<file path="config.mk">
export PLATFORM = sky130hd
export DESIGN_NAME = pdma_channel
export DESIGN_NICKNAME = d
export VERILOG_FILES = /design/src/rtl/pdma_pkg.sv /design/src/rtl/pdma_regfile.sv /design/src/rtl/pdma_addr_gen.sv /design/src/rtl/pdma_seq.sv /design/src/rtl/pdma_channel.sv
export SDC_FILE = /design/constraint.sdc
export NUM_CORES = 1
export LEC_CHECK = 0
export BUFFER_PORTS_ARGS = -buffer_cell sky130_fd_sc_hd__buf_2
export CAP_MARGIN = 20
export CELL_PAD_IN_SITES_DETAIL_PLACEMENT = 0
export CELL_PAD_IN_SITES_GLOBAL_PLACEMENT = 2
export CORE_MARGIN = 3
export CORE_UTILIZATION = 24
export DETAILED_ROUTE_END_ITERATION = 16
export GPL_TIMING_DRIVEN = 0
export PLACE_DENSITY = 0.61
export REMOVE_ABC_BUFFERS = 1
export SETUP_SLACK_MARGIN = 0.1
export SYNTH_ARGS = -nofsm -noshare
export SYNTH_HDL_FRONTEND = slang
export SYNTH_SLANG_ARGS = --single-unit
</file>
<file path="constraint.sdc">
create_clock -name clk -period 5.8 [get_ports clk]
set_input_delay 1.16 -clock clk [delete_from_list [all_inputs] [get_ports clk]]
set_output_delay 1.16 -clock clk [all_outputs]
set_load 0.02 [all_outputs]
</file>
<file path="src/rtl/pdma_pkg.sv">
// Shared definitions for the single-channel DMA engine: control bit
// positions, the state encoding and the code decoders.
// Assumes a 32-bit register port.
package pdma_pkg;
    localparam int DW     = 32;
    localparam int REG_AW = 4;

    localparam int B_START = 31;
    localparam int B_CONT  = 30;
    localparam int B_WAIT  = 27;
    localparam int B_DW    = 25;
    localparam int B_DB    = 23;
    localparam int B_DFIX  = 21;
    localparam int B_DSEL  = 16;
    localparam int B_SW    = 9;
    localparam int B_SB    = 7;
    localparam int B_SFIX  = 5;
    localparam int B_SSEL  = 0;

    typedef enum logic [1:0] {
        ST_IDLE  = 2'd0,
        ST_READ  = 2'd1,
        ST_WRITE = 2'd2,
        ST_WAIT  = 2'd3
    } seq_state_e;

    typedef struct packed {
        logic       cont;
        logic [2:0] wait_log2;
        logic [1:0] dst_width;
        logic [1:0] dst_burst;
        logic       dst_fixed;
        logic [4:0] dst_sel;
        logic [1:0] src_width;
        logic [1:0] src_burst;
        logic       src_fixed;
        logic [4:0] src_sel;
    } ctl_t;

    // Unpack a control word into its fields.
    function automatic ctl_t word_to_ctl(input logic [DW-1:0] w);
        ctl_t c;
        c.cont      = w[B_CONT];
        c.wait_log2 = w[B_WAIT +: 3];
        c.dst_width = w[B_DW +: 2];
        c.dst_burst = w[B_DB +: 2];
        c.dst_fixed = w[B_DFIX];
        c.dst_sel   = w[B_DSEL +: 5];
        c.src_width = w[B_SW +: 2];
        c.src_burst = w[B_SB +: 2];
        c.src_fixed = w[B_SFIX];
        c.src_sel   = w[B_SSEL +: 5];
        return c;
    endfunction

    // Pack the fields and the busy flag back into a control word.
    function automatic logic [DW-1:0] ctl_to_word(input ctl_t c, input logic busy);
        logic [DW-1:0] w;
        w = '0;
        w[B_START]      = busy;
        w[B_CONT]       = c.cont;
        w[B_WAIT +: 3]  = c.wait_log2;
        w[B_DW +: 2]    = c.dst_width;
        w[B_DB +: 2]    = c.dst_burst;
        w[B_DFIX]       = c.dst_fixed;
        w[B_DSEL +: 5]  = c.dst_sel;
        w[B_SW +: 2]    = c.src_width;
        w[B_SB +: 2]    = c.src_burst;
        w[B_SFIX]       = c.src_fixed;
        w[B_SSEL +: 5]  = c.src_sel;
        return w;
    endfunction

    // The reserved code 3 folds onto code 0.
    function automatic logic [1:0] clean_code(input logic [1:0] code);
        return (code == 2'd3) ? 2'd0 : code;
    endfunction

    // Element width code to a byte count.
    function automatic logic [2:0] width_bytes(input logic [1:0] code);
        case (code)
            2'd1:    return 3'd2;
            2'd2:    return 3'd4;
            default: return 3'd1;
        endcase
    endfunction

    // Burst code to a beat count.
    function automatic logic [3:0] burst_beats(input logic [1:0] code);
        case (code)
            2'd1:    return 4'd4;
            2'd2:    return 4'd8;
            default: return 4'd1;
        endcase
    endfunction
endpackage

</file>
<file path="src/rtl/pdma_regfile.sv">
// Register file of the DMA channel: it holds the control fields, the two
// programmed addresses and the programmed count. It turns control writes
// into start and halt strobes. Assumes the sequencer's busy flag reflects
// the state it entered on the previous edge.
module pdma_regfile
    import pdma_pkg::*;
#(
    parameter int AW = 32,
    parameter int CW = 18
) (
    input  logic              clk,
    input  logic              rst_n,
    input  logic              wr,
    input  logic [REG_AW-1:0] addr,
    input  logic [DW-1:0]     wdata,
    input  logic              busy,
    output logic [DW-1:0]     rdata,
    output ctl_t              ctl,
    output logic [AW-1:0]     src_base,
    output logic [AW-1:0]     dst_base,
    output logic [CW-1:0]     count_base,
    output logic              start,
    output logic              halt
);
    logic       aligned;
    logic [1:0] idx;
    logic       wr_ctl, wr_src, wr_dst, wr_cnt;
    logic       unused_wbits;

    assign aligned = (addr[1:0] == 2'b00);
    assign idx     = addr[3:2];
    assign wr_ctl  = wr && aligned && (idx == 2'd0);
    assign wr_src  = wr && aligned && (idx == 2'd1);
    assign wr_dst  = wr && aligned && (idx == 2'd2);
    assign wr_cnt  = wr && aligned && (idx == 2'd3);

    assign start = wr_ctl && wdata[B_START] && !busy && (count_base != '0);
    assign halt  = wr_ctl && !wdata[B_START] && busy;

    assign unused_wbits = ^{wdata[22], wdata[15:11], wdata[6]};

    // Store the fields; every register is frozen while a transfer runs.
    always_ff @(posedge clk) begin
        if (!rst_n) begin
            ctl        <= '0;
            src_base   <= '0;
            dst_base   <= '0;
            count_base <= '0;
        end else if (!busy) begin
            if (wr_ctl) ctl        <= word_to_ctl(wdata);
            if (wr_src) src_base   <= wdata[AW-1:0];
            if (wr_dst) dst_base   <= wdata[AW-1:0];
            if (wr_cnt) count_base <= wdata[CW-1:0];
        end
    end

    // Read multiplexer, zero-extending the narrow registers.
    always_comb begin
        rdata = '0;
        case (idx)
            2'd0:    rdata = ctl_to_word(ctl, busy);
            2'd1:    rdata[AW-1:0] = src_base;
            2'd2:    rdata[AW-1:0] = dst_base;
            default: rdata[CW-1:0] = count_base;
        endcase
    end
endmodule

</file>
<file path="src/rtl/pdma_addr_gen.sv">
// Working address for one side of the channel. It loads the programmed
// base and advances by the side's element width after each accepted
// access, unless the side is fixed. A load wins over a step in the same cycle.
module pdma_addr_gen
    import pdma_pkg::*;
#(
    parameter int AW = 32
) (
    input  logic          clk,
    input  logic          rst_n,
    input  logic          load,
    input  logic          step,
    input  logic          fixed,
    input  logic [1:0]    width_code,
    input  logic [AW-1:0] base,
    output logic [AW-1:0] addr
);
    // Hold, reload or advance the working address.
    always_ff @(posedge clk) begin
        if (!rst_n)
            addr <= '0;
        else if (load)
            addr <= base;
        else if (step && !fixed)
            addr <= addr + AW'(width_bytes(width_code));
    end
endmodule

</file>
<file path="src/rtl/pdma_seq.sv">
// Transfer sequencer: read beat, write beat, optional wait. It keeps the
// remaining count, a beat counter per side for bursts, the wait counter
// and the two pulses. Assumes memory read data is valid in the cycle that
// mem_ack accepts the read.
module pdma_seq
    import pdma_pkg::*;
#(
    parameter int CW  = 18,
    parameter int WCW = 7
) (
    input  logic          clk,
    input  logic          rst_n,
    input  logic          start,
    input  logic          halt,
    input  logic          cont,
    input  logic [2:0]    wait_log2,
    input  logic [1:0]    dst_width,
    input  logic [1:0]    src_burst,
    input  logic [1:0]    dst_burst,
    input  logic [CW-1:0] count_base,
    input  logic          src_req,
    input  logic          dst_req,
    input  logic          mem_ack,
    input  logic [DW-1:0] mem_rdata,
    output logic          busy,
    output logic          rd_req,
    output logic          wr_req,
    output logic          addr_load,
    output logic          src_step,
    output logic          dst_step,
    output logic [DW-1:0] data_q,
    output logic          xfer_half,
    output logic          xfer_done
);
    seq_state_e     state;
    logic [CW-1:0]  rem, dbytes, dec, rem_next;
    logic [3:0]     src_left, dst_left;
    logic [WCW-1:0] wait_cnt, wait_len;
    logic           half_done, rd_fire, wr_fire, last, half_hit;

    assign busy     = (state != ST_IDLE);
    assign rd_req   = (state == ST_READ)  && ((src_left != 4'd0) || src_req);
    assign wr_req   = (state == ST_WRITE) && ((dst_left != 4'd0) || dst_req);
    assign rd_fire  = rd_req && mem_ack;
    assign wr_fire  = wr_req && mem_ack;
    assign src_step = rd_fire;
    assign dst_step = wr_fire;

    // Remaining-count arithmetic for the current write beat.
    always_comb begin
        dbytes   = CW'(width_bytes(dst_width));
        dec      = (rem < dbytes) ? rem : dbytes;
        rem_next = rem - dec;
        last     = wr_fire && (rem_next == '0);
        half_hit = wr_fire && !half_done && (rem_next <= (count_base >> 1));
        wait_len = WCW'((8'd1 << wait_log2) - 8'd1);
    end

    assign addr_load = start || (last && cont && !halt);

    // Main sequencer with beat, burst and wait bookkeeping.
    always_ff @(posedge clk) begin
        if (!rst_n) begin
            state     <= ST_IDLE;
            rem       <= '0;
            src_left  <= '0;
            dst_left  <= '0;
            wait_cnt  <= '0;
            half_done <= 1'b0;
            data_q    <= '0;
            xfer_half <= 1'b0;
            xfer_done <= 1'b0;
        end else begin
            xfer_half <= half_hit && !halt;
            xfer_done <= last && !halt;
            if (halt) begin
                state <= ST_IDLE;
            end else begin
                case (state)
                    ST_IDLE: if (start) begin
                        state     <= ST_READ;
                        rem       <= count_base;
                        src_left  <= '0;
                        dst_left  <= '0;
                        half_done <= 1'b0;
                    end
                    ST_READ: if (rd_fire) begin
                        data_q   <= mem_rdata;
                        src_left <= (src_left != 4'd0) ? src_left - 4'd1
                                                       : burst_beats(src_burst) - 4'd1;
                        state    <= ST_WRITE;
                    end
                    ST_WRITE: if (wr_fire) begin
                        dst_left <= (dst_left != 4'd0) ? dst_left - 4'd1
                                                       : burst_beats(dst_burst) - 4'd1;
                        wait_cnt <= wait_len;
                        if (half_hit) half_done <= 1'b1;
                        if (last && !cont) begin
                            state <= ST_IDLE;
                            rem   <= '0;
                        end else begin
                            if (last) begin
                                rem       <= count_base;
                                half_done <= 1'b0;
                            end else begin
                                rem <= rem_next;
                            end
                            state <= (wait_log2 != 3'd0) ? ST_WAIT : ST_READ;
                        end
                    end
                    ST_WAIT: begin
                        if (wait_cnt <= WCW'(1)) state <= ST_READ;
                        else wait_cnt <= wait_cnt - WCW'(1);
                    end
                    default: state <= ST_IDLE;
                endcase
            end
        end
    end
endmodule

</file>
<file path="src/rtl/pdma_channel.sv">
// Top of the single-channel DMA engine. It ties the register file, the
// sequencer and one address generator per side onto the memory port.
// Assumes the requester keeps mem_req's inputs stable across a cycle.
module pdma_channel
    import pdma_pkg::*;
#(
    parameter int ADDR_W = 32,
    parameter int CNT_W  = 18
) (
    input  logic              clk,
    input  logic              rst_n,
    input  logic              reg_wr,
    input  logic [REG_AW-1:0] reg_addr,
    input  logic [DW-1:0]     reg_wdata,
    output logic [DW-1:0]     reg_rdata,
    input  logic              src_req,
    input  logic              dst_req,
    output logic              mem_req,
    output logic              mem_we,
    output logic [ADDR_W-1:0] mem_addr,
    output logic [1:0]        mem_size,
    output logic [DW-1:0]     mem_wdata,
    input  logic              mem_ack,
    input  logic [DW-1:0]     mem_rdata,
    output logic              xfer_half,
    output logic              xfer_done
);
    localparam int SIDES = 2;

    ctl_t              ctl_q;
    logic [ADDR_W-1:0] src_base, dst_base;
    logic [CNT_W-1:0]  count_base;
    logic              start, halt, busy, rd_req, wr_req, addr_load;
    logic              src_step, dst_step;
    logic [DW-1:0]     data_q;

    logic [ADDR_W-1:0] side_base  [SIDES];
    logic [ADDR_W-1:0] side_addr  [SIDES];
    logic              side_step  [SIDES];
    logic              side_fixed [SIDES];
    logic [1:0]        side_width [SIDES];

    pdma_regfile #(.AW(ADDR_W), .CW(CNT_W)) u_regs (
        .clk(clk), .rst_n(rst_n), .wr(reg_wr), .addr(reg_addr),
        .wdata(reg_wdata), .busy(busy), .rdata(reg_rdata), .ctl(ctl_q),
        .src_base(src_base), .dst_base(dst_base), .count_base(count_base),
        .start(start), .halt(halt)
    );

    pdma_seq #(.CW(CNT_W)) u_seq (
        .clk(clk), .rst_n(rst_n), .start(start), .halt(halt),
        .cont(ctl_q.cont), .wait_log2(ctl_q.wait_log2),
        .dst_width(ctl_q.dst_width), .src_burst(ctl_q.src_burst),
        .dst_burst(ctl_q.dst_burst), .count_base(count_base),
        .src_req(src_req), .dst_req(dst_req), .mem_ack(mem_ack),
        .mem_rdata(mem_rdata), .busy(busy), .rd_req(rd_req), .wr_req(wr_req),
        .addr_load(addr_load), .src_step(src_step), .dst_step(dst_step),
        .data_q(data_q), .xfer_half(xfer_half), .xfer_done(xfer_done)
    );

    // Side 0 is the source, side 1 the destination.
    assign side_base[0]  = src_base;
    assign side_base[1]  = dst_base;
    assign side_step[0]  = src_step;
    assign side_step[1]  = dst_step;
    assign side_fixed[0] = ctl_q.src_fixed;
    assign side_fixed[1] = ctl_q.dst_fixed;
    assign side_width[0] = ctl_q.src_width;
    assign side_width[1] = ctl_q.dst_width;

    for (genvar g = 0; g < SIDES; g++) begin : g_side
        pdma_addr_gen #(.AW(ADDR_W)) u_gen (
            .clk(clk), .rst_n(rst_n), .load(addr_load), .step(side_step[g]),
            .fixed(side_fixed[g]), .width_code(side_width[g]),
            .base(side_base[g]), .addr(side_addr[g])
        );
    end

    // Memory port: one access per cycle, the read side or the write side.
    assign mem_req   = rd_req || wr_req;
    assign mem_we    = wr_req;
    assign mem_addr  = wr_req ? side_addr[1] : side_addr[0];
    assign mem_size  = wr_req ? clean_code(ctl_q.dst_width) : clean_code(ctl_q.src_width);
    assign mem_wdata = data_q;
endmodule

</file>
==> out/qor.yml, run 1 <==
clock_network:
  cts_hold_buffers: 0
  cts_max_level: 2
  cts_made_buffers: 34
  clkSlewWorstSetupHoldPaths_ns: 0.06
  cts.sinks: 240
  tritoncts: "done"
  insertion_delay_ns: 0.56
  cts-root-buf: "clkbuf_16"
  clockBufferDepth: 3
timing:
  setup_viol: 0
  maxSlewViolCount: 0
  hold_viol: 0
  grt_setup_unrepaired: "false"
  fin_crit_ns: 5.44
  worst_slew_pin_slew_ns: 1.05
  setup_tns_ns: 0
  fin_worst_skew_ns: 0.0321
  max_slew_margin: 0.302
  timing.fmax_ghz: 0.184
  timing.final.crit_share: 0.938
floorplanning:
  io_pins: 176
  die_area_mm2: 0.0597
  die_h_um: 244
  core_area_mm2: 0.0556
  die_x_um: 244
  initial_utilization: 0.245
  rows: 86
critical_path:
  r2r_slack_ns: 0.36
  critPathKind: "flop to flop"
  cp-start-kind: "flop"
  endpoint_kind: "flop"
  rr_worst_depth: 18
  required_ns: 6.23
  cp.arrival_ns: 5.87
  crit_path_max_fanout: 7
layout:
  areaGrowthSynthToFinish_pct: 22.3
  antenna_cells: 0
  final_nets: 2003
  drive_gt1_frac: 0.165
  final_area_mm2: 0.0167
min_path:
  worst_hold_path.num_cells: 1
  min_path_type: "flop to flop"
logic_synthesis:
  synth_area_mm2: 0.0136
  synthDistinctLibCells: 73
  seq_area_frac_synth: 0.352
  ys_ff_latch: 240
  syn_area_per_cell_um2: 7.77
  async_reset_ff_frac: 0
  synth_ff_type: "dfxtp_1"
  synth_edf_count: 0
  synth_warnings: 0
  synthCells: 1754
outcome:
  status: "finished, final reports clean"
detailed_routing:
  postRouteAntennaNets: 0
  vias: 12600
  drtIter0Drc: 795
  avgRoutedWirePerCell_um: 20.0
  remaining_drc_errors: 0
  via_per_inst: 4.74
  wirelength_mm: 53.2
  first_pass_iters: 6
place:
  place_area_mm2: 0.0153
  hpwl_mm: 37.1
  io_buffer_count: 175
  gp_congestion: 0.785
global_routing:
  track_usage: 0.175
  overflow: 0
  gr-usage-met2: 0.289
  grt_pass1_wl_mm: 80.1
  top_usage_layer: "met2"
  use_met3: 0.0216
  grt_max_degree: 129
  grt_use_met1: 0.242
  grt_pass1_vias: 12400
  antenna_found_initial: 2
power_and_ir_drop:
  p_per_area_mw_per_mm2: 364
  ir_worst_vdd_mv: 0.161
  p_leak_nw: 6.33
flow_run:
  max_cap_viol_count: 0
## cells by family after synthesis
| kind of cell | share of synthesized area |
|---|---|
| fa+ha+maj | 0.0448 |
| xor+xnor | 0.0443 |
| buf+inv | 0.0558 |
| compound gates | 0.142 |
| mux | 0.0999 |
| simple gates | 0.261 |
| flops | 0.352 |
## critical path, cell delays in order (launching register included)
cell and delay [ns]:
dfxtp_1 0.39, or4_4 0.58, or4b_4 0.55, nor4_2 0.24
o31a_1 0.25, mux2_2 0.35, ha_1 0.21, fa_1 0.44
nand2b_4 0.20, and4_4 0.23, or2_2 0.31, ha_1 0.30
nand4_1 0.14, nor2_2 0.17, a21boi_2 0.22, o41ai_1 0.09
a21o_1 0.21, and3_1 0.19, o221a_2 0.24
## synth_stat cells (5+ instances only)
| master | n | area share |
|---|---|---|
| o22ai_1 | 6 | 0.0028 |
| buf_1 | 8 | 0.0022 |
| or3_1 | 8 | 0.0037 |
| xor2_1 | 26 | 0.017 |
| buf_12 | 7 | 0.010 |
| a22o_1 | 12 | 0.0077 |
| a21o_1 | 10 | 0.0055 |
| or4_1 | 5 | 0.0028 |
| nand4_1 | 30 | 0.014 |
| and3_1 | 12 | 0.0055 |
| a21oi_1 | 129 | 0.047 |
| nand3_1 | 28 | 0.010 |
| o211ai_1 | 6 | 0.0033 |
| nor3_1 | 20 | 0.0073 |
| o21ai_0 | 48 | 0.018 |
| mux2_2 | 8 | 0.0066 |
| and4_1 | 14 | 0.0090 |
| ha_1 | 44 | 0.040 |
| nand3b_1 | 6 | 0.0033 |
| nand2_1 | 540 | 0.15 |
| nand2b_1 | 12 | 0.0055 |
| nor4_1 | 19 | 0.0087 |
| nor2_1 | 59 | 0.016 |
| dfxtp_1 | 240 | 0.35 |
| clkbuf_1 | 90 | 0.025 |
| mux4_2 | 12 | 0.020 |
| a31oi_1 | 5 | 0.0023 |
| xnor2_1 | 43 | 0.028 |
| inv_1 | 61 | 0.017 |
| mux2i_1 | 100 | 0.073 |
| nor2b_1 | 28 | 0.013 |
| a21boi_0 | 43 | 0.024 |
## area by class of cell
| type | instances | area (µm²) |
|---|---|---|
| inverter | 63 | 239 |
| timing repair buffer | 198 | 1250 |
| sequential | 240 | 4810 |
| clock buffer | 48 | 973 |
| tap | 748 | 936 |
| multi-input combinational | 1345 | 8200 |
| clock inverter | 13 | 259 |
| fill | 6098 | 39000 |
## layer usage
metal  part of all wire  vias up
met5                  0        -
met3              0.035       53
met1               0.49     6069
met2               0.46      210
met4              0.017        0
li1                   -     6251
## timing repair
action                                  in CTS  in global routing
pin swaps                                    2                  3
endpoints found under the hold margin        0                  0
resized for setup                            8                 10
endpoints found under the setup margin      76                 40
gates cloned                                 1                  0
buffers inserted                             5                  3
## worst paths after layout
path                                      start               to
worst max-delay path              u_seq.rem[10]  u_seq.half_done
worst min-delay path            u_seq.half_done  u_seq.xfer_half
worst max register to register    u_seq.rem[10]  u_seq.half_done
worst min register to register  u_seq.half_done  u_seq.xfer_half
## report_power, final
part / switching [W] / internal [W]
clock network: 0.000842 / 0.00149
registers: 0.0000424 / 0.00169
logic: 0.00123 / 0.000782
total: 0.00211 / 0.00396
## through the flow
stage          cells  utilization  hold WS (ns)  power (W)  setup slack [ns]
2_1_floorplan   1647            -         0.398    0.00307           -0.0703
3_3_place_gp    2570        0.268         0.422    0.00365             -3.14
3_5_place_dp    2584        0.275         0.442    0.00368            -0.502
6_report        2655        0.300         0.445    0.00607             0.359
4_1_cts         2651        0.298         0.456    0.00609             0.114
5_1_grt         2655        0.300         0.473    0.00643             0.113
## sequential cells by signal, summed over array words and instances, names as in the netlist
signal and count:
u_seq.xfer_half 1, u_seq.data_q 32, u_regs.src_base 32, u_regs.dst_base 32, u_seq.half_done 1, u_seq.rem 18
u_regs.ctl 24, g_side.u_gen.addr 64, u_seq.wait_cnt 7, u_seq.dst_left 4, u_seq.state 2, u_seq.src_left 4
u_seq.xfer_done 1, u_regs.count_base 18
## cells in the final DEF, fill, tap and decap left out, drive strengths merged, types with 31 or more instances in the layout
cell / instances
dfxtp: 240
mux2i: 100
buf: 197
nand2: 540
clkbuf: 49
inv: 64
a21oi: 129
nor2: 59
nand4: 31
o21ai: 50
ha: 44
a21boi: 43
xnor2: 43
(Power assumes the default switching activity.)
==> inputs of run 2 (changes only) <==
Settings changed: CORE_ASPECT_RATIO from default to 0.9, PLACE_DENSITY 0.61 to default, PLACE_DENSITY_LB_ADDON from default to 0.15.
==> run 2 against run 1 <==
  * Clock-buffer cell count rose by 3
  * Register-to-register slack barely moved
  * First-iteration DRC count shrank 1.1%
  * Critical path depth unchanged
  * Power down 1.3%
  * Via count is 1.2% higher
  * Die area barely moved
  * Sequential power about the same
  * Worst hold slack worse by 0.016 ns
  * Clock skew down 0.0075 ns
  * Core utilization fell by 0.24 points
  * Critical path type unchanged
  * Largest cell class unchanged
==> out/qor.yml, run 2 (synthesized netlist as in run 1, its figures left out) <==
critical_path:
  crit_path_max_fanout: 9  # was 7
  cpPeakStageDelay_ns: 0.59  # was 0.58 ns
  cp_cell_sequence: "or4_4, or4b_4, nor4_2, o31a_1, mux2_2, ha_1, fa_1, nand2b_4, and4_4, or2_2, ha_1, nand4_1, nor2_1, a21boi_1, o41ai_1, a21o_1, and3_1, o221a_2"  # was or4_4, or4b_4, nor4_2, o31a_1, mux2_2, ha_1, fa_1, nand2b_4, and4_4, or2_2, ha_1, nand4_1, nor2_2, a21boi_2, o41ai_1, a21o_1, and3_1, o221a_2
  endpoint_kind: "flop"  # unchanged
  slowest_stage: "or4_4"  # unchanged
  r2r_slack_ns: 0.37  # was 0.36 ns
  crit_end: "u_seq.half_done"  # unchanged
  rr_worst_depth: 18  # unchanged
  timing.rr.start: "u_seq.rem[9]"  # was u_seq.rem[10]
  cp.arrival_ns: 5.86  # was 5.87 ns
  worstReg2RegEnd: "u_seq.half_done"  # unchanged
  critPathKind: "flop to flop"  # unchanged
  cp-start-kind: "flop"  # unchanged
  cp_common_cell: "ha_1"  # unchanged
  required_ns: 6.23  # about the same
  critPathLaunch: "u_seq.rem[9]"  # was u_seq.rem[10]
detailed_routing:
  vias: 12700  # was 12600
  route.met2.wl_mm: 24.6  # about the same
  drt-met1-wl_mm: 28.3  # was 25.8 mm
  top_layer: "met4"  # unchanged
  avgRoutedWirePerCell_um: 21.1  # was 20.0 µm
  dr_wl_met3_mm: 2.29  # was 1.89 mm
  remaining_drc_errors: 0  # unchanged
  postRouteAntennaNets: 0  # unchanged
  first_pass_iters: 5  # was 6
  via_per_inst: 4.78  # was 4.74
  drtIter0Drc: 786  # was 795
  wirelength_mm: 56.1  # was 53.2 mm
clock_network:
  cts_hold_buffers: 0  # unchanged
  cts.sinks: 240  # unchanged
  clockBufferDepth: 3  # unchanged
  cts_max_level: 2  # unchanged
  cts-root-buf: "clkbuf_16"  # unchanged
  cts_made_buffers: 34  # unchanged
  tritoncts: "done"  # unchanged
  insertion_delay_ns: 0.56  # about the same
  clkSlewWorstSetupHoldPaths_ns: 0.05  # was 0.06 ns
layout:
  antenna_cells: 0  # unchanged
  drive_gt1_frac: 0.166  # was 0.165
  areaGrowthSynthToFinish_pct: 21.9  # was 22.3%
  final_cell_mix: "nand2_1, dfxtp_1, buf_2"  # unchanged
  final_nets: 2003  # unchanged
  fin_util: 0.297  # was 0.300
  largest_reg_flops: 64  # unchanged
  final_common_cell: "nand2_1"  # unchanged
  regMostFlops: "g_side.u_gen.addr"  # unchanged
  fin_cells: 2664  # was 2655
global_routing:
  track_usage: 0.185  # was 0.175
  grt_max_degree: 119  # was 129
  antenna_found_initial: 2  # unchanged
  grt_pass1_wl_mm: 83.4  # was 80.1 mm
  overflow: 0  # unchanged
  grt_pass1_vias: 12500  # was 12400
timing:
  timing.fmax_ghz: 0.184  # about the same
  worst_slew_pin_slew_ns: 1.15  # was 1.05 ns
  timing.final.crit_share: 0.936  # was 0.938
  fin_worst_skew_ns: 0.0245  # was 0.0321 ns
  maxSlewViolCount: 0  # unchanged
  setup_viol: 0  # unchanged
  hold_viol: 0  # unchanged
  grt_setup_unrepaired: "false"  # unchanged
  fin_crit_ns: 5.43  # was 5.44 ns
  holdWs_ns: 0.428  # was 0.445 ns
  setup_tns_ns: 0  # unchanged
  max_slew_margin: 0.231  # was 0.302
flow_run:
  max_cap_viol_count: 0  # unchanged
power_and_ir_drop:
  p_per_area_mw_per_mm2: 360  # was 364 mW/mm²
  p_leak_nw: 6.29  # was 6.33 nW
  ir_worst_vdd_mv: 0.130  # was 0.161 mV
  fin_total_pwr_w: 0.00599  # was 0.00607 W
outcome:
  status: "finished, final reports clean"  # unchanged
floorplanning:
  die_x_um: 257  # was 244 µm
  core_area_mm2: 0.0559  # was 0.0556 mm²
  rows: 82  # was 86
  initial_utilization: 0.244  # was 0.245
  io_pins: 176  # unchanged
  die_h_um: 232  # was 244 µm
  die_area_mm2: 0.0597  # about the same
min_path:
  worstHoldStart: "u_seq.half_done"  # unchanged
  min_path_type: "flop to flop"  # unchanged
place:
  dp_cells: 2593  # was 2584
  gp_congestion: 0.789  # was 0.785
  io_buffer_count: 175  # unchanged
  hpwl_mm: 38.7  # was 37.1 mm
-- run 2: cell count changes in the layout (fill, tap and decap cells not counted), sizes merged --
cell / change
bufbuf: +1
bufinv: -4
clkbuf: +2
clkinvlp: +1
inv: +1
-- run 2: worst min-delay path by stage --
stage | endpoint | slack, ns | cells past startpoint
after floorplan | u_seq.xfer_half | 0.40 | 1
after global placement | u_seq.xfer_half | 0.42 | 1
after detailed placement | u_seq.xfer_half | 0.43 | 1
after CTS | u_seq.xfer_half | 0.43 | 1
after global routing | u_seq.xfer_half | 0.46 | 1
final | u_seq.xfer_half | 0.43 | 1
-- run 2: area by class of cell --
cell class / instances / area, µm²
Clock buffer: 51 / 1000
Timing Repair Buffer: 198 / 1260
Multi-Input combinational cell: 1345 / 8210
Clock inverter: 11 / 155
Sequential cell: 240 / 4810
Tap cell: 756 / 946
Inverter: 63 / 239
Fill cell: 6093 / 39300
-- run 2: power breakdown --
part | leakage [nW] | switching [W] | total [W] | internal, W
Sequential | 1.94 | 0.0000420 | 0.00173 | 0.00169
Combinational | 3.79 | 0.00127 | 0.00204 | 0.000768
Clock | 0.568 | 0.000874 | 0.00221 | 0.00134
Total | 6.29 | 0.00219 | 0.00599 | 0.00380
-- run 2: through the flow --
stage                     area (µm²)  setup WS [ns]
final                          16600          0.370
after global routing           16600         0.0664
after CTS                      16600          0.152
after detailed placement       15300         -0.631
after global placement         14900          -3.79
after floorplan                13100        -0.0703
-- run 2: per-layer routing --
layer	global-route usage	up-vias
li1	-	6234
met1	0.269	6202
met2	0.290	242
met3	0.0258	50
met4	0.0414	0
met5	0	-
-- run 2: what timing repair did --
item                                    CTS  global route
cloned                                    2             0
endpoints found under the setup margin   78            78
pin swaps                                 2             1
gates resized for setup                   7            11
setup buffers                             5             2
endpoints found under the hold margin     0             0
-- run 2: worst max-delay path, delay by kind of cell, from the launching register on --
kind	cells	cell delay (ns)
adders and majority gates	3	0.94
muxes	1	0.35
DFF	1	0.37
AOI/OAI and AO/OA	5	1.01
and+or+nand+nor	9	2.61
==> inputs of run 3 (changes only) <==
Settings changed: BUFFER_PORTS_ARGS -buffer_cell sky130_fd_sc_hd__buf_2 to default, DONT_BUFFER_PORTS from default to 1.
Clock period 5.8 ns to 6.89 ns, I/O delays scaled along.
==> run 3 against run 2 <==
  * Worst setup slack better by 0.32 ns
  * Sequential share of layout area up 2.0 points
  * Clock-buffer cell count up 1
  * Combinational power down 23%
  * Critical path type unchanged
  * Via count down 5.4%
  * Clock skew up 0.0023 ns
==> out/qor.yml, run 3 (synthesized netlist as in run 1, its figures left out) <==
critical_path:
  endpoint_kind: "flop"  # unchanged
  cpPeakStageDelay_ns: 0.65  # was 0.59 ns
  cp-start-kind: "flop"  # unchanged
  critPathKind: "flop to flop"  # unchanged
  crit_path_max_fanout: 9  # unchanged
  cp_cell_sequence: "or4_4, or4b_4, nor4_1, o31a_1, mux2i_1, ha_1, a21oi_1, nand2_1, or4_1, o21ai_0, nand2_1, ha_1, nand4_1, nor2_1, o41ai_1, a21o_1, and3_1, o221a_2"  # was or4_4, or4b_4, nor4_2, o31a_1, mux2_2, ha_1, fa_1, nand2b_4, and4_4, or2_2, ha_1, nand4_1, nor2_1, a21boi_1, o41ai_1, a21o_1, and3_1, o221a_2
  r2r_slack_ns: 0.69  # was 0.37 ns
  timing.rr.start: "u_seq.rem[9]"  # unchanged
  slowest_stage: "or4_1"  # was or4_4
  cp.arrival_ns: 6.62  # was 5.86 ns
  critPathTopFamily: "simple AND/OR/NAND/NOR gates"  # unchanged
  required_ns: 7.31  # was 6.23 ns
  crit_buf_inv: 0  # unchanged
  critPathLaunch: "u_seq.rem[9]"  # unchanged
flow_run:
  max_cap_viol_count: 0  # unchanged
global_routing:
  antenna_found_initial: 0  # was 2
  grt_pass1_wl_mm: 82.6  # was 83.4 mm
  overflow: 0  # unchanged
  track_usage: 0.185  # about the same
  grt_pass1_vias: 11900  # was 12500
  grt_max_degree: 207  # was 119
timing:
  fin_crit_ns: 6.20  # was 5.43 ns
  postLayoutSetupSlackWorst_ns: 0.687  # was 0.370 ns
  setup_viol: 0  # unchanged
  fin_worst_skew_ns: 0.0268  # was 0.0245 ns
  timing.fmax_ghz: 0.161  # was 0.184 GHz
  holdWs_ns: 0.451  # was 0.428 ns
  hold_viol: 0  # unchanged
  max_slew_margin: 0.214  # was 0.231
  grt_setup_unrepaired: "false"  # unchanged
  maxSlewViolCount: 0  # unchanged
  timing.final.crit_share: 0.900  # was 0.936
  worst_slew_pin_slew_ns: 1.17  # was 1.15 ns
layout:
  register_area_mm2: 0.00480  # was 0.00481 mm²
  final_nets: 1824  # was 2003
  drive_gt1_frac: 0.0689  # was 0.166
  fillers: 6081  # was 6093
  antenna_cells: 0  # unchanged
  largest_reg_flops: 64  # unchanged
  multi_input_area_mm2: 0.00814  # was 0.00821 mm²
  final_cell_mix: "nand2_1, dfxtp_1, a21oi_1"  # was nand2_1, dfxtp_1, buf_2
  fin_util: 0.278  # was 0.297
  regMostFlops: "g_side.u_gen.addr"  # unchanged
  final_area_mm2: 0.0156  # was 0.0166 mm²
  final_common_cell: "nand2_1"  # unchanged
  areaGrowthSynthToFinish_pct: 14.1  # was 21.9%
  fin_cells: 2483  # was 2664
floorplanning:
  rows: 82  # unchanged
  core_area_mm2: 0.0559  # unchanged
  initial_utilization: 0.244  # unchanged
  die_h_um: 232  # unchanged
  die_x_um: 257  # unchanged
  io_pins: 176  # unchanged
  die_area_mm2: 0.0597  # unchanged
detailed_routing:
  remaining_drc_errors: 0  # unchanged
  top_layer: "met4"  # unchanged
  avgRoutedWirePerCell_um: 22.4  # was 21.1 µm
  route.met2.wl_mm: 24.3  # was 24.6 mm
  postRouteAntennaNets: 0  # unchanged
  dr_wl_met3_mm: 2.64  # was 2.29 mm
  via_per_inst: 4.85  # was 4.78
  drt-met1-wl_mm: 27.7  # was 28.3 mm
  first_pass_iters: 5  # unchanged
  wirelength_mm: 55.7  # was 56.1 mm
  drtIter0Drc: 760  # was 786
  vias: 12000  # was 12700
clock_network:
  cts-root-buf: "clkbuf_16"  # unchanged
  postCtsSetupBuffers: 0  # was 5
  insertion_delay_ns: 0.55  # was 0.56 ns
  cts_made_buffers: 34  # unchanged
  tritoncts: "done"  # unchanged
  cts.sinks: 240  # unchanged
  cts_max_level: 2  # unchanged
  clkSlewWorstSetupHoldPaths_ns: 0.06  # was 0.05 ns
  cts-resized-gates: 0  # was 7
  cts_hold_buffers: 0  # unchanged
  clockBufferDepth: 3  # unchanged
place:
  gp_congestion: 0.793  # was 0.789
  dp_cells: 2418  # was 2593
  place_area_mm2: 0.0144  # was 0.0153 mm²
  io_buffer_count: 0  # was 175
  hpwl_mm: 38.4  # was 38.7 mm
  post-place-ws_ns: 0.450  # was -0.631 ns
min_path:
  worstHoldStart: "u_seq.half_done"  # unchanged
  min_path_type: "flop to flop"  # unchanged
power_and_ir_drop:
  ir_worst_vdd_mv: 0.129  # was 0.130 mV
  p_per_area_mw_per_mm2: 310  # was 360 mW/mm²
  p_leak_nw: 5.36  # was 6.29 nW
outcome:
  status: "finished, final reports clean"  # unchanged
[run 3: report_power, final]
| group | switching (W) | total [W] | internal, W |
|---|---|---|---|
| logic | 0.000995 | 0.00158 | 0.000583 |
| clock network | 0.000706 | 0.00178 | 0.00107 |
| registers | 0.0000501 | 0.00147 | 0.00142 |
[run 3: routing by layer]
layer | vias to the layer above | global-route usage
li1 | 5888 | -
met1 | 5889 | 0.261
met2 | 209 | 0.286
met3 | 56 | 0.0395
met4 | 0 | 0.0459
met5 | - | 0
[run 3: final cells by class]
class,instances,share of cell area
multi-input combinational,1344,0.523
clock buffer,52,0.0636
clock inverter,8,0.00700
sequential,240,0.309
timing repair buffer,20,0.0214
inverter,63,0.0154
tap,756,0.0608
[run 3: path summary, 6_finish.rpt]
kind                           to  depth (start not counted)
hold / removal    u_seq.xfer_half                          1
hold reg to reg   u_seq.xfer_half                          1
setup / recovery  u_seq.half_done                         18
setup reg to reg  u_seq.half_done                         18
[run 3: metrics by stage]
step / total power [W] / setup TNS [ns]
6_report: 0.00483 / 0
5_1_grt: 0.00517 / 0
4_1_cts: 0.00489 / 0
3_5_place_dp: 0.00307 / 0
3_3_place_gp: 0.00305 / -288.91
2_1_floorplan: 0.00259 / 0
